[src/rtl/wdsec_pkg.sv]
package wdsec_pkg;
    localparam int DATA_W = 8;

    localparam logic [1:0] IDX_COUNT  = 2'd0;
    localparam logic [1:0] IDX_CTRL   = 2'd1;
    localparam logic [1:0] IDX_STATUS = 2'd2;

    typedef enum logic [1:0] {
        CS_IDLE    = 2'd0,
        CS_RUN     = 2'd1,
        CS_EXPIRED = 2'd2
    } cnt_state_t;

    typedef enum logic {
        PS_IDLE = 1'b0,
        PS_LOW  = 1'b1
    } pulse_state_t;
endpackage

[src/rtl/wdsec_prescale.sv]
module wdsec_prescale #(
    parameter int CLK_PER_SEC = 32768,
    parameter int SEC_PER_MIN = 60
) (
    input  logic clk,
    input  logic rst_n,
    input  logic restart,
    input  logic minutes,
    output logic unit_tick
);
    localparam int PRE_W = (CLK_PER_SEC > 2) ? $clog2(CLK_PER_SEC) : 1;
    localparam int MIN_W = (SEC_PER_MIN > 2) ? $clog2(SEC_PER_MIN) : 1;
    localparam logic [PRE_W-1:0] PRE_LAST = PRE_W'(CLK_PER_SEC - 1);
    localparam logic [MIN_W-1:0] MIN_LAST = MIN_W'(SEC_PER_MIN - 1);

    logic [PRE_W-1:0] pre_q;
    logic [MIN_W-1:0] min_q;
    logic             sec_tick;

    assign sec_tick  = (pre_q == PRE_LAST);
    assign unit_tick = sec_tick && (!minutes || (min_q == MIN_LAST));

    always_ff @(posedge clk or negedge rst_n) begin
        if (!rst_n) begin
            pre_q <= '0;
            min_q <= '0;
        end else if (restart) begin
            pre_q <= '0;
            min_q <= '0;
        end else begin
            pre_q <= sec_tick ? '0 : pre_q + 1'b1;
            if (sec_tick)
                min_q <= (min_q == MIN_LAST) ? '0 : min_q + 1'b1;
        end
    end

    // unit ticks never come back to back
    p_tick_gap_r3: assert property (@(posedge clk) disable iff (!rst_n)
        unit_tick |=> !unit_tick);
endmodule

[src/rtl/wdsec_counter.sv]
module wdsec_counter
    import wdsec_pkg::*;
#(
    parameter int CNT_W = 8
) (
    input  logic             clk,
    input  logic             rst_n,
    input  logic             load_we,
    input  logic [CNT_W-1:0] load_val,
    input  logic             unit_tick,
    input  logic             stop_req,
    output logic [CNT_W-1:0] count,
    output logic             restart,
    output logic             expire_evt,
    output logic             timeout_n
);
    cnt_state_t       state_q, state_d;
    logic [CNT_W-1:0] count_q, count_d;
    logic             load_zero;

    assign restart   = load_we && (load_val != '0);
    assign load_zero = load_we && (load_val == '0);

    always_comb begin
        state_d = state_q;
        count_d = count_q;
        unique case (state_q)
            CS_IDLE: begin
                if (restart) begin
                    state_d = CS_RUN;
                    count_d = load_val;
                end
            end
            CS_RUN: begin
                if (restart) begin
                    count_d = load_val;
                end else if (load_zero || stop_req) begin
                    state_d = CS_IDLE;
                    count_d = '0;
                end else if (unit_tick) begin
                    if (count_q == CNT_W'(1)) begin
                        state_d = CS_EXPIRED;
                        count_d = '0;
                    end else begin
                        count_d = count_q - 1'b1;
                    end
                end
            end
            CS_EXPIRED: begin
                if (restart) begin
                    state_d = CS_RUN;
                    count_d = load_val;
                end
            end
            default: begin
                state_d = CS_IDLE;
                count_d = '0;
            end
        endcase
    end

    always_ff @(posedge clk or negedge rst_n) begin
        if (!rst_n) begin
            state_q <= CS_IDLE;
            count_q <= '0;
        end else begin
            state_q <= state_d;
            count_q <= count_d;
        end
    end

    always_comb begin
        count      = count_q;
        timeout_n  = (state_q != CS_EXPIRED);
        expire_evt = (state_q == CS_RUN) && (state_d == CS_EXPIRED);
    end

    // a running timer never holds a zero count
    p_run_nonzero_r1: assert property (@(posedge clk) disable iff (!rst_n)
        (state_q == CS_RUN) |-> (count_q != '0));
    // a zero write stops a running timer
    p_stop_r2: assert property (@(posedge clk) disable iff (!rst_n)
        (state_q == CS_RUN && load_zero) |=> (state_q == CS_IDLE && count_q == '0));
    // one step down per unit tick
    p_step_r3: assert property (@(posedge clk) disable iff (!rst_n)
        (state_q == CS_RUN && !load_we && !stop_req && unit_tick && count_q > CNT_W'(1))
        |=> (count_q == $past(count_q) - 1'b1));
    // expiry is held until a non-zero load
    p_hold_r4: assert property (@(posedge clk) disable iff (!rst_n)
        (state_q == CS_EXPIRED && !restart) |=> (state_q == CS_EXPIRED));
    // a non-zero load always wins
    p_reload_wins_r9: assert property (@(posedge clk) disable iff (!rst_n)
        restart |=> (state_q == CS_RUN && count_q == $past(load_val)));
endmodule

[src/rtl/wdsec_pulse.sv]
module wdsec_pulse
    import wdsec_pkg::*;
#(
    parameter int PULSE_CYC = 16
) (
    input  logic clk,
    input  logic rst_n,
    input  logic fire,
    output logic pulse_n
);
    localparam int CW = $clog2(PULSE_CYC + 1);
    localparam logic [CW-1:0] LEN_M1 = CW'(PULSE_CYC - 1);

    pulse_state_t  state_q, state_d;
    logic [CW-1:0] cnt_q, cnt_d;

    always_comb begin
        state_d = state_q;
        cnt_d   = cnt_q;
        unique case (state_q)
            PS_IDLE: begin
                if (fire) begin
                    state_d = PS_LOW;
                    cnt_d   = LEN_M1;
                end
            end
            PS_LOW: begin
                if (fire) begin
                    cnt_d = LEN_M1;
                end else if (cnt_q == '0) begin
                    state_d = PS_IDLE;
                end else begin
                    cnt_d = cnt_q - 1'b1;
                end
            end
            default: state_d = PS_IDLE;
        endcase
    end

    always_ff @(posedge clk or negedge rst_n) begin
        if (!rst_n) begin
            state_q <= PS_IDLE;
            cnt_q   <= '0;
        end else begin
            state_q <= state_d;
            cnt_q   <= cnt_d;
        end
    end

    always_comb pulse_n = (state_q != PS_LOW);

    // pulse counter stays inside the programmed length
    p_len_r6: assert property (@(posedge clk) disable iff (!rst_n)
        (state_q == PS_LOW) |-> (cnt_q <= LEN_M1));
    // pulse ends only after the counter has run out
    p_end_r6: assert property (@(posedge clk) disable iff (!rst_n)
        $rose(pulse_n) |-> ($past(cnt_q) == '0));
endmodule

[src/rtl/wdsec_watchdog.sv]
module wdsec_watchdog
    import wdsec_pkg::*;
#(
    parameter int CLK_PER_SEC = 32768,
    parameter int SEC_PER_MIN = 60,
    parameter int PULSE_CYC   = 16,
    parameter int CNT_W       = 8
) (
    input  logic              clk,
    input  logic              rst_n,
    input  logic              cfg_we,
    input  logic [1:0]        cfg_idx,
    input  logic [DATA_W-1:0] cfg_wdata,
    output logic [DATA_W-1:0] cfg_rdata,
    input  logic              kbd_activity,
    input  logic              mouse_activity,
    output logic              timeout_n,
    output logic              kbd_rst_n
);
    // control: [2]=minutes mode, [1]=keyboard stop allow, [0]=pulse enable
    logic [2:0]       ctrl_q;
    logic             stat_kbd_q, stat_mouse_q, stat_flag_q;
    logic [CNT_W-1:0] count;
    logic             unit_tick, restart, expire_evt, stop_req;
    logic             wr_count, wr_ctrl, wr_stat;

    assign wr_count = cfg_we && (cfg_idx == IDX_COUNT);
    assign wr_ctrl  = cfg_we && (cfg_idx == IDX_CTRL);
    assign wr_stat  = cfg_we && (cfg_idx == IDX_STATUS);
    assign stop_req = (kbd_activity && ctrl_q[1] && stat_kbd_q) ||
                      (mouse_activity && stat_mouse_q);

    wdsec_prescale #(.CLK_PER_SEC(CLK_PER_SEC), .SEC_PER_MIN(SEC_PER_MIN)) u_pre (
        .clk(clk), .rst_n(rst_n), .restart(restart),
        .minutes(ctrl_q[2]), .unit_tick(unit_tick)
    );

    wdsec_counter #(.CNT_W(CNT_W)) u_cnt (
        .clk(clk), .rst_n(rst_n), .load_we(wr_count),
        .load_val(cfg_wdata[CNT_W-1:0]), .unit_tick(unit_tick),
        .stop_req(stop_req), .count(count), .restart(restart),
        .expire_evt(expire_evt), .timeout_n(timeout_n)
    );

    wdsec_pulse #(.PULSE_CYC(PULSE_CYC)) u_pulse (
        .clk(clk), .rst_n(rst_n), .fire(expire_evt && ctrl_q[0]),
        .pulse_n(kbd_rst_n)
    );

    always_ff @(posedge clk or negedge rst_n) begin
        if (!rst_n) begin
            ctrl_q       <= '0;
            stat_kbd_q   <= 1'b0;
            stat_mouse_q <= 1'b0;
            stat_flag_q  <= 1'b0;
        end else begin
            if (wr_ctrl)
                ctrl_q <= cfg_wdata[3:1];
            if (wr_stat) begin
                stat_kbd_q   <= cfg_wdata[7];
                stat_mouse_q <= cfg_wdata[6];
            end
            if (expire_evt)
                stat_flag_q <= 1'b1;
            else if (wr_stat && !cfg_wdata[4])
                stat_flag_q <= 1'b0;
        end
    end

    always_comb begin
        cfg_rdata = '0;
        unique case (cfg_idx)
            IDX_COUNT:  cfg_rdata = DATA_W'(count);
            IDX_CTRL:   cfg_rdata = {4'b0000, ctrl_q, 1'b0};
            IDX_STATUS: cfg_rdata = {stat_kbd_q, stat_mouse_q, 1'b0, stat_flag_q, 4'b0000};
            default:    cfg_rdata = '0;
        endcase
    end

    // the flag is set whenever the timeout output falls
    p_flag_on_expiry_r5: assert property (@(posedge clk) disable iff (!rst_n)
        $fell(timeout_n) |-> stat_flag_q);
    // the flag only clears through a status write with bit 4 low
    p_flag_sticky_r5: assert property (@(posedge clk) disable iff (!rst_n)
        (stat_flag_q && !(wr_stat && !cfg_wdata[4])) |=> stat_flag_q);
    // a pulse needs the enable bit
    p_pulse_gated_r6: assert property (@(posedge clk) disable iff (!rst_n)
        $fell(kbd_rst_n) |-> $past(ctrl_q[0]));
endmodule

[config.mk]
export PLATFORM = sky130hd
export DESIGN_NAME = wdsec_watchdog
export DESIGN_NICKNAME = d
export VERILOG_FILES = /design/src/rtl/wdsec_pkg.sv /design/src/rtl/wdsec_prescale.sv /design/src/rtl/wdsec_counter.sv /design/src/rtl/wdsec_pulse.sv /design/src/rtl/wdsec_watchdog.sv
export SDC_FILE = /design/constraint.sdc
export NUM_CORES = 1
export LEC_CHECK = 0
export CORE_MARGIN = 3
export CORE_UTILIZATION = 40
export CTS_BUF_LIST = sky130_fd_sc_hd__clkbuf_8 sky130_fd_sc_hd__clkbuf_16
export CTS_CLUSTER_SIZE = 30
export DETAILED_ROUTE_END_ITERATION = 6
export DONT_BUFFER_PORTS = 1
export PLACE_DENSITY = 0.57
export SLEW_MARGIN = 20
export SYNTH_ARGS = -nofsm -noshare
export SYNTH_HDL_FRONTEND = slang
export SYNTH_HIERARCHICAL = 1
export SYNTH_SLANG_ARGS = --single-unit
[constraint.sdc]
create_clock -name clk -period 2.22 [get_ports clk]
set_input_delay 0 -clock clk [delete_from_list [all_inputs] [get_ports clk]]
set_output_delay 0 -clock clk [all_outputs]
set_load 0.1 [all_outputs]
Word-level counts from Yosys, hierarchy flattened
Index checks and enable logic that the tools add are counted.

Add/sub/neg operators: 4. Equality and inequality tests: 13. Mux-type cells: 28. Bitwise operators: 1. Reduce and logical (&&, ||, !) cells: 27.

Operator list (number): 2-to-1 mux 8 bit (5); 2-to-1 mux 15 bit (2); one-hot mux 8 bit (3 select lines) (1); 2-to-1 mux 6 bit (3); one-hot mux 8 bit (2 select lines) (1); adder 15 x 1 -> 15 bit, second input constant (1); equality test 15 bit, second input constant (1); 2-to-1 mux 5 bit (3); logical AND 1 bit (12); 2-to-1 mux 2 bit (5); one-hot mux 5 bit (2 select lines) (1); equality test 8 x 1 -> 1 bit, second input constant (1); logical NOT 8 bit (1); nonzero test 8 bit (1); subtractor 8 x 1 -> 8 bit, second input constant (1); adder 6 x 1 -> 6 bit, second input constant (1); equality test 2 bit, second input constant (3); equality test 6 bit, second input constant (1); logical NOT 5 bit (1); 2-to-1 mux 1 bit (5); subtractor 5 x 1 -> 5 bit, second input constant (1); equality test 2 x 1 -> 1 bit, second input constant (2); logical NOT 2 bit (2); inequality test 2 x 1 -> 1 bit, second input constant (2); other kinds (11) (16).

Register bits after elaboration: 43. Input port bits: 15. Output and inout bits: 10. Word-level logic and storage cells: 83.

Depth between registers and ports, before layout
Gate-level depths: netlist of the first run.

Depth in word-level cells: 12. Gate-level depth with buffers: 11. Gate-level depth less buffers: 9.

Hierarchy
The synthesis of the first run kept the hierarchy.

Modules (own cells, without submodules): wdsec_prescale (instances 1, cells an instance 105, area each 1097.3 um2, sequential area each 525.5 um2); wdsec_counter (instances 1, cells an instance 78, area each 685.7 um2, sequential area each 250.2 um2); wdsec_watchdog (instances 1, cells an instance 35, area each 424.2 um2, sequential area each 150.1 um2); wdsec_pulse (instances 1, cells an instance 27, area each 304.0 um2, sequential area each 150.1 um2).

Least setup slack after synthesis of the first run
No wires, ideal clock.

Path kind: register to register. Start point: register u_pre.pre_q[0]. End point: register u_cnt.count_q[3] (netlist: u_cnt/count[3]). Setup time: 127 ps. Data arrival time: 2150 ps. Required time: 2093 ps. Slack: -58 ps. Stages on the path, launching flop included: 12. Path buffers: 3. Clock period less this slack: 2278 ps. Path through: dfrtp_1 ha_1 and4_1 buf_6 and4_1 buf_6 a21boi_0 o31ai_1 a32o_1 buf_2 a21oi_1 o22ai_1.

Cells in the longest elaborated chain, start to end: 4.

Ends and longest elaborated chain: start, declared (RTL line wdsec_prescale.sv:16) `logic [PRE_W-1:0] pre_q;`; start signal, assigned (RTL line wdsec_prescale.sv:31) `pre_q <= sec_tick ? '0 : pre_q + 1'b1;`; equality test 15 bit (RTL line wdsec_prescale.sv:20) `assign sec_tick = (pre_q == PRE_LAST);`; logical AND 1 bit (RTL line wdsec_prescale.sv:21) `assign unit_tick = sec_tick && (!minutes || (min_q == MIN_LAST));`; named net unit_tick (RTL line wdsec_watchdog.sv:24) `logic unit_tick, restart, expire_evt, stop_req;`; inequality test 4 x 2 -> 1 bit (no line); AND reduction 2 bit (no line); end signal, assigned (RTL line wdsec_counter.sv:68) `count_q <= count_d;`; end, declared (RTL line wdsec_counter.sv:18) `logic [CNT_W-1:0] count_q, count_d;`.

The timed path passes the listed nets, and every way through them passes these cells. A chain may end at the register's enable or synchronous reset.

Worst setup path after layout of the first run
Start point: register stat_kbd_q. End point: register u_cnt.count_q[5] (netlist: u_cnt/count[5]).

Cells in the longest elaborated chain, start to end: 6. Elaborated cells between the ends (all ways): 8. Classes of those cells: eq/ne: 1; mux: 3; reduce/logical: 4.

Ends and longest elaborated chain: start, declared (RTL line wdsec_watchdog.sv:22) `logic stat_kbd_q, stat_mouse_q, stat_flag_q;`; start signal, assigned (RTL line wdsec_watchdog.sv:60) `stat_kbd_q <= cfg_wdata[7];`; logical AND 1 bit (*) (RTL line wdsec_watchdog.sv:30) `assign stop_req = (kbd_activity && ctrl_q[1] && stat_kbd_q) ||`; logical OR 1 bit (*) (RTL line wdsec_watchdog.sv:30); named net stop_req (RTL line wdsec_watchdog.sv:24); logical OR 1 bit (*) (RTL line wdsec_counter.sv:37) `end else if (load_zero || stop_req) begin`; 2-to-1 mux 8 bit (RTL line wdsec_counter.sv:37); 2-to-1 mux 8 bit (RTL line wdsec_counter.sv:35) `if (restart) begin`; one-hot mux 8 bit (2 select lines) (RTL line wdsec_counter.sv:27) `unique case (state_q)`.

The timed path passes the listed nets; every way through them passes the cells marked *.

==> flow_summary.json, run 1 <==
{
  "outcome": "finished clean",
  "synth_nets": 265,
  "cts_tree": "done",
  "numCtsBuffers": 5,
  "htreeDepth": 2,
  "clk_path_buf_depth": 2,
  "first_pass_iters": 4,
  "async_flop_share_pct": 100,
  "leakage_nw": 1.38,
  "synth_area_leader_cell": "dfrtp_1",
  "multi_input_area_mm2": 0.00134,
  "rows": 28,
  "cp_max_fo": 4,
  "grt_max_degree": 44,
  "grt_pass1_wl_mm": 10.1,
  "period_share_pct": 95.9,
  "pin_count": 25,
  "worst_clock_skew_ps": 13.7,
  "rsz0062_at_grt": "false",
  "start_util_pct": 41.9,
  "synth_edf_count": 0,
  "met3_usage_pct": 3.50,
  "worstPathArrival_ps": 2370,
  "drive_above_1_share_pct": 20.7,
  "die_w_um": 85.2,
  "grt_pass1_vias": 2058,
  "clk_root_buffer_cell": "clkbuf_8",
  "slew_headroom_pct": 62.7,
  "required_ps": 2460,
  "place_inst": 335,
  "clk_latency_ps": 310,
  "die_area_mm2": 0.00727,
  "p_per_area_mw_per_mm2": 793,
  "antenna_found_initial": 0,
  "path_class": "flop to flop",
  "syn-cell-area_mm2": 0.00251,
  "drt_iter0_drc": 111,
  "die_height_um": 85.2,
  "hold_violations": 0,
  "diodes": 0,
  "dp_slack_ps": 70.6,
  "mostFrequentLayoutCell": "dfrtp_1",
  "crit_chain": "a32o_1 > or4b_1 > buf_4 > a2111oi_1 > a21oi_1 > o21ai_1",
  "slew_viol_final": 0,
  "fin_nets": 304,
  "avgSynthCellArea_um2": 10.2,
  "hold_path.class": "input pin to flop",
  "gp_congestion": 0.852,
  "wirelength_mm": 5.84,
  "grt-ovfl-total": 0,
  "layout_common_cells": "dfrtp_1, buf_4, nor2_1, dlygate4sd3_1, nand2_1",
  "period_needed_ps": 2130,
  "max_clock_freq_mhz": 470,
  "area_growth_syn_to_layout_pct": 20.1,
  "ys_seq_area_share_pct": 42.9,
  "fin_cells": 360,
  "wire_per_inst_um": 16.2,
  "cts.sinks": 43,
  "layout_setup_ws_ps": 90.3,
  "cp-start-kind": "flop",
  "vias": 2023,
  "seqCellArea_mm2": 0.00108,
  "worst_pin_slew_ps": 556,
  "yosysTopAreaCellShare_pct": 42.9,
  "grt.met2_usage_pct": 25.9,
  "critPathMaxStageDelay_ps": 600,
  "ir_worst_vdd_mv": 0.490,
  "synth_cell_types": 62,
  "grt_busiest_layer": "met2",
  "worstReg2RegStart": "stat_kbd_q",
  "setup_viol": 0,
  "antenna_left": 0,
  "grt_use_total_pct": 17.2,
  "routed_via_density": 5.62,
  "met1_usage_pct": 24.5,
  "critPathCaptureType": "flop",
  "netlist_top_cells_area": "dfrtp_1, nor2_1, xor2_1, mux2i_1, mux2_4",
  "clk_pin_slew_ps": 90,
  "synth_seq_cells": 43,
  "maxCapViolCount": 0,
  "coreArea_mm2": 0.00599,
  "port_buffers": 0,
  "power.total_mw": 2.39,
  "slowest_stage": "or4b_1",
  "synthCells": 245,
  "nFillCells": 567,
  "cp-startpoint": "stat_kbd_q",
  "ys_warn_count": 6,
  "tns_ps": 0,
  "min-delay-start": "cfg_wdata[7]",
  "synth_top_flop_cell": "dfrtp_1",
  "hpwlAfterDp_mm": 4.06,
  "drcViolationCount": 0
}
[metrics by stage]
step                instance area (um^2)  hold slack, ps  util [%]
floorplan                           2510            -296         -
global placement                    2720            -294      45.4
detailed placement                  2720            -294      45.4
CTS                                 3000            47.6      50.1
global route                        3020            68.8      50.3
finish                              3020            58.2      50.3
[registers in the layout, indices dropped and copies added, names as in the netlist]
signal / flops
u_pre/pre_q: 15
u_cnt/count: 8
u_pre/min_q: 6
u_pulse/cnt_q: 5
ctrl_q: 3
u_cnt/state_q: 2
stat_flag_q: 1
stat_kbd_q: 1
stat_mouse_q: 1
u_pulse/state_q: 1
[cell families after synthesis]
group	after synthesis	share of synthesized area, %
simple gates	99	23.5
flops	43	42.8
xor+xnor	13	4.53
buf+inv	22	5.18
mux	13	6.18
fa+ha+maj	5	2.49
compound gates	50	15.3
[layout make-up]
type                       instances  area share (%)
multi-input combinational        180            44.3
sequential                        43            35.7
timing repair buffer              41            12.2
tap                               75            3.11
clock buffer                       5            2.28
inverter                          13            1.62
clock inverter                     3           0.830
[critical path: cells and delay by family, from the launching register on]
| family | cells | cell delay, ps |
|---|---|---|
| compound gates | 4 | 830 |
| buf+inv | 1 | 210 |
| flops | 1 | 420 |
| simple gates | 1 | 600 |
[power by group]
group	switching (mW)	internal [mW]	total [mW]	leakage, nW
logic	0.494	0.317	0.811	0.777
clock network	0.301	0.225	0.526	0.0443
registers	0.149	0.905	1.05	0.560
total	0.943	1.45	2.39	1.38
[timing repair]
item,in CTS,in global routing
hold endpoints to repair,56,0
buffers inserted,0,0
resized for setup,0,4
hold buffers,17,0
setup endpoints to repair,0,8
[synth_stat cells (3+ instances only)]
library cell  instances
inv_1                13
nor2_1               28
nor3_1                4
a32oi_1               4
a32o_1                3
mux2_4                5
xor2_1               12
nand4_1               6
mux2i_1               8
o21ai_0               3
o22ai_1               4
and2_1                7
a21oi_1              10
nand3_1              10
buf_6                 6
nor4_1                3
nand2_1              14
dfrtp_1              43
and4_1                4
ha_1                  5
[per-layer routing]
layer | share of wire, % | up-vias
li1 | - | 982
met1 | 49 | 992
met2 | 46 | 38
met3 | 3.2 | 11
met4 | 1.8 | 0
met5 | 0 | -
[worst paths after layout]
check,endpoint,slack (ps),cells after the start
min,u_cnt/count[7],60,4
min reg2reg,u_pre/pre_q[0],540,2
max,u_cnt/count[5],90,6
max in group asynchronous,u_pre/min_q[5],1810,2
max reg2reg,u_cnt/count[5],90,6
min in group asynchronous,u_pre/pre_q[7],180,2
No activity file was read; power rests on OpenSTA's default activity.
==> inputs of run 2 (changes only) <==
CORE_UTILIZATION = 35   (was 40)
PLACE_DENSITY = 0.52   (was 0.57)
==> flow_summary.json, run 2 (synthesis gave the netlist of run 1 again) <==
{
  "nFillCells": 655,
  "cts.sinks": 43,
  "cp-start-kind": "flop",
  "hold_path.class": "input pin to flop",
  "period_share_pct": 96.3,
  "p_per_area_mw_per_mm2": 764,
  "leakage_nw": 1.38,
  "dp_slack_ps": -3.45,
  "path_class": "flop to flop",
  "drcViolationCount": 0,
  "max_clock_freq_mhz": 468,
  "htreeDepth": 2,
  "diodes": 0,
  "grt_use_total_pct": 14.3,
  "numCtsBuffers": 5,
  "fin_util_pct": 44.5,
  "outcome": "finished clean",
  "die_area_mm2": 0.00823,
  "required_ps": 2430,
  "clk_path_buf_depth": 2,
  "slowest_stage": "or4b_1",
  "worst_pin_slew_ps": 655,
  "slew_headroom_pct": 55.9,
  "regMostFlops": "u_pre/pre_q",
  "ir_worst_vdd_mv": 0.392,
  "vias": 2035,
  "cp_max_fo": 7,
  "maxCapViolCount": 0,
  "crit_chain": "a32o_1 > or4b_1 > a21oi_2 > a32oi_1 > o22ai_1",
  "mostFrequentLayoutCell": "dfrtp_1",
  "area_growth_syn_to_layout_pct": 21.8,
  "die_w_um": 90.7,
  "largest_reg_flops": 15,
  "hpwlAfterDp_mm": 4.08,
  "grt_pass1_vias": 1909,
  "die_height_um": 90.7,
  "grt_max_degree": 44,
  "hold_violations": 0,
  "multi_input_area_mm2": 0.00137,
  "rsz0062_at_grt": "false",
  "start_util_pct": 36.6,
  "rows": 30,
  "cts_tree": "done",
  "drt_iter0_drc": 118,
  "antenna_left": 0,
  "critPathCaptureType": "flop",
  "clk_root_buffer_cell": "clkbuf_8",
  "grt_pass1_wl_mm": 9.59,
  "wire_per_inst_um": 15.5,
  "wirelength_mm": 5.89,
  "critPathMaxStageDelay_ps": 680,
  "worst_clock_skew_ps": 7.03,
  "drive_above_1_share_pct": 21.8,
  "grt-ovfl-total": 0,
  "seqCellArea_mm2": 0.00108,
  "gp_congestion": 0.822,
  "layout_common_cells": "dfrtp_1, buf_4, nor2_1, dlygate4sd3_1",
  "clk_latency_ps": 290,
  "pin_count": 25,
  "period_needed_ps": 2140,
  "final_area_mm2": 0.00306,
  "worstPathArrival_ps": 2350,
  "placed_area_mm2": 0.00272,
  "setup_viol": 0,
  "antenna_found_initial": 0,
  "routed_via_density": 5.34,
  "port_buffers": 0,
  "clk_pin_slew_ps": 80,
  "fin_nets": 304,
  "first_pass_iters": 5,
  "slew_viol_final": 0,
  "coreArea_mm2": 0.00687,
  "layout_setup_ws_ps": 83.2
}
[run 2: where the power goes]
group          switching, mW  leakage, nW  internal, mW  total [mW]
clock network          0.271       0.0453         0.216       0.487
logic                  0.482        0.770         0.312       0.794
registers              0.152        0.560         0.905        1.06
total                  0.906         1.38          1.43        2.34
[run 2: layout make-up]
cell class	count	share of cell area, %
clock buffer	5	2.25
inverter	13	1.60
tap	96	3.93
sequential	43	35.2
timing repair buffer	40	11.9
clock inverter	3	0.532
multi-input combinational	181	44.7
[run 2: per-layer routing]
layer	vias to the layer above	global-route usage, %	wire length [um]
li1	978	-	-
met1	1007	20.3	2810
met2	41	21.7	2720
met3	9	3.33	264
met4	0	4.21	94
met5	-	0	0
[run 2: final timing paths]
kind	from	end	slack [ps]	depth (start not counted)
max	stat_kbd_q	u_cnt/count[4]	80	5
min	cfg_wdata[3]	u_cnt/count[7]	100	4
max reg2reg	stat_kbd_q	u_cnt/count[4]	80	5
min reg2reg	u_pre/pre_q[0]	u_pre/pre_q[0]	490	1
max in group asynchronous	rst_n	u_cnt/count[5]	1820	2
min in group asynchronous	rst_n	u_pre/pre_q[12]	200	2
[run 2: what timing repair did]
action                                  4_1_cts  5_1_grt
gates resized for setup                       1       11
cloned                                        0        1
hold buffers                                 18        0
endpoints found under the setup margin        2       13
endpoints found under the hold margin        56        0
setup buffers                                 0        2
pin swaps                                     0        1
[run 2: per-stage QoR]
step,total power [mW],cells,setup TNS [ps],hold WS (ps)
3_5_place_dp,1.77,352,-5.53,-294
3_3_place_gp,1.78,352,0,-294
2_1_floorplan,1.58,245,0,-296
6_report,2.34,381,0,96.8
5_1_grt,2.47,381,0,116
4_1_cts,2.34,378,0,58.6
[run 2: critical path: cells and delay by family (launching register included)]
family             cells  cell delay (ps)
AOI/OAI and AO/OA      4              980
and+or+nand+nor        1              680
DFF                    1              400
==> inputs of run 3 (changes only) <==
clock period = 1.75 ns   (was 2.22 ns; I/O delays follow)
==> flow_summary.json, run 3 (synthesis gave the netlist of run 1 again) <==
{
  "drcViolationCount": 0,
  "wirelength_mm": 6.24,
  "cts.sinks": 43,
  "required_ps": 1930,
  "holdPathEnd": "u_cnt/count[7]",
  "worst_pin_slew_ps": 492,
  "max_clock_freq_mhz": 500,
  "grt_use_total_pct": 15.7,
  "pin_count": 25,
  "ff2ff_setup_slack_ps": -250,
  "hold_depth": 4,
  "fin_util_pct": 50.7,
  "routed_via_density": 5.08,
  "first_pass_iters": 4,
  "worstReg2RegEnd": "u_cnt/count[2]",
  "die_height_um": 90.7,
  "drt_iter0_drc": 93,
  "largest_reg_flops": 15,
  "rr_worst_depth": 9,
  "regMostFlops": "u_pre/pre_q",
  "rows": 30,
  "outcome": "finished, violations left",
  "hpwlAfterDp_mm": 4.49,
  "leakage_nw": 1.62,
  "grt-ovfl-total": 0,
  "hold_violations": 0,
  "rsz0062_at_grt": "true",
  "cts_tree": "done",
  "die_w_um": 90.7,
  "critPathMaxStageDelay_ps": 360,
  "cp_max_fo": 13,
  "clk_path_buf_depth": 2,
  "wire_per_inst_um": 14.6,
  "period_needed_ps": 2000,
  "start_util_pct": 36.6,
  "coreArea_mm2": 0.00687,
  "antenna_left": 0,
  "slowest_stage": "dfrtp_1",
  "port_buffers": 0,
  "critPathCaptureType": "flop",
  "setup_viol": 16,
  "worstPathArrival_ps": 2180,
  "gp_congestion": 0.860,
  "fin_nets": 349,
  "antenna_found_initial": 0,
  "diodes": 0,
  "layout_setup_ws_ps": -248,
  "p_per_area_mw_per_mm2": 968,
  "dp_slack_ps": -296,
  "violations": "negative setup slack",
  "area_growth_syn_to_layout_pct": 38.6,
  "drive_above_1_share_pct": 35.5,
  "whs_ps": 81.5,
  "vias": 2165,
  "htreeDepth": 2,
  "worst_clock_skew_ps": 7.64,
  "crit_chain": "ha_2 > and4_1 > and4_4 > a21boi_4 > o31ai_2 > a32o_2 > buf_12 > o21bai_1 > o2bb2ai_1",
  "layout_common_cells": "buf_4, dfrtp_1, nor2_1, dlygate4sd3_1",
  "clk_pin_slew_ps": 80,
  "cp-start-kind": "flop",
  "min-delay-start": "cfg_wdata[7]",
  "grt_pass1_vias": 2182,
  "hold_path.class": "input pin to flop",
  "slew_headroom_pct": 66.9,
  "maxCapViolCount": 0,
  "mostFrequentLayoutCell": "buf_4",
  "grt_max_degree": 44,
  "ir_worst_vdd_mv": 0.508,
  "path_class": "flop to flop",
  "worstReg2RegStart": "u_pre/pre_q[1]",
  "die_area_mm2": 0.00823,
  "grt_pass1_wl_mm": 10.5,
  "slew_viol_final": 0,
  "numCtsBuffers": 5,
  "period_share_pct": 114,
  "clk_root_buffer_cell": "clkbuf_8",
  "clk_latency_ps": 290
}
[run 3: layout make-up]
class	count	area (um^2)
inverter	13	48.8
multi-input combinational	180	1410
timing repair buffer	86	731
fill	638	3390
clock inverter	3	25.0
tap	96	120
clock buffer	5	68.8
sequential	43	1080
[run 3: per-layer routing]
| layer | share of wire (%) | global-route usage, % | vias up |
|---|---|---|---|
| met1 | 48 | 21.9 | 1057 |
| met5 | 0 | 0 | - |
| li1 | - | - | 1070 |
| met2 | 47 | 24.6 | 32 |
| met3 | 3.4 | 3.33 | 6 |
| met4 | 1.2 | 4.34 | 0 |
[run 3: metrics by stage]
step	total power, mW	std cells	TNS (ps)	area, um^2
global placement	2.55	398	-3030	3100
floorplan	2.02	245	-4350	2550
detailed placement	2.55	398	-3610	3100
global route	3.59	426	-4470	3480
CTS	3.37	425	-2480	3450
finish	3.37	426	-2570	3480
[run 3: power by group]
part           switching [mW]  internal, mW  total (mW)  leakage (nW)
clock                   0.370         0.286       0.655        0.0443
sequential              0.104          1.15        1.25         0.560
combinational           0.793         0.668        1.46          1.02
total                    1.27          2.10        3.37          1.62
[run 3: critical path: cells and delay by family (launching register included)]
kind,cells,cell delay [ps]
DFF,1,360
AOI/OAI and AO/OA,5,790
buffers and inverters,1,150
adders and majority gates,1,170
and+or+nand+nor,2,420
[run 3: timing repair]
item,4_1_cts,5_1_grt
setup buffers,2,1
endpoints found under the hold margin,56,0
endpoints found under the setup margin,16,29
hold buffers,17,0
pin swaps,5,1
gates resized for setup,8,7
[run 3: worst max-delay path by stage]
stage | start | end | slack [ps] | cells past startpoint
2_1_floorplan | u_pre/pre_q[0] | u_cnt/count[3] | -350 | 11
3_3_place_gp | u_pre/pre_q[1] | u_cnt/count[6] | -260 | 8
3_5_place_dp | u_pre/pre_q[1] | u_cnt/count[2] | -300 | 8
4_1_cts | u_pre/pre_q[0] | u_cnt/count[4] | -240 | 10
5_1_grt | u_pre/pre_q[0] | u_cnt/count[4] | -350 | 10
6_report | u_pre/pre_q[1] | u_cnt/count[2] | -250 | 9
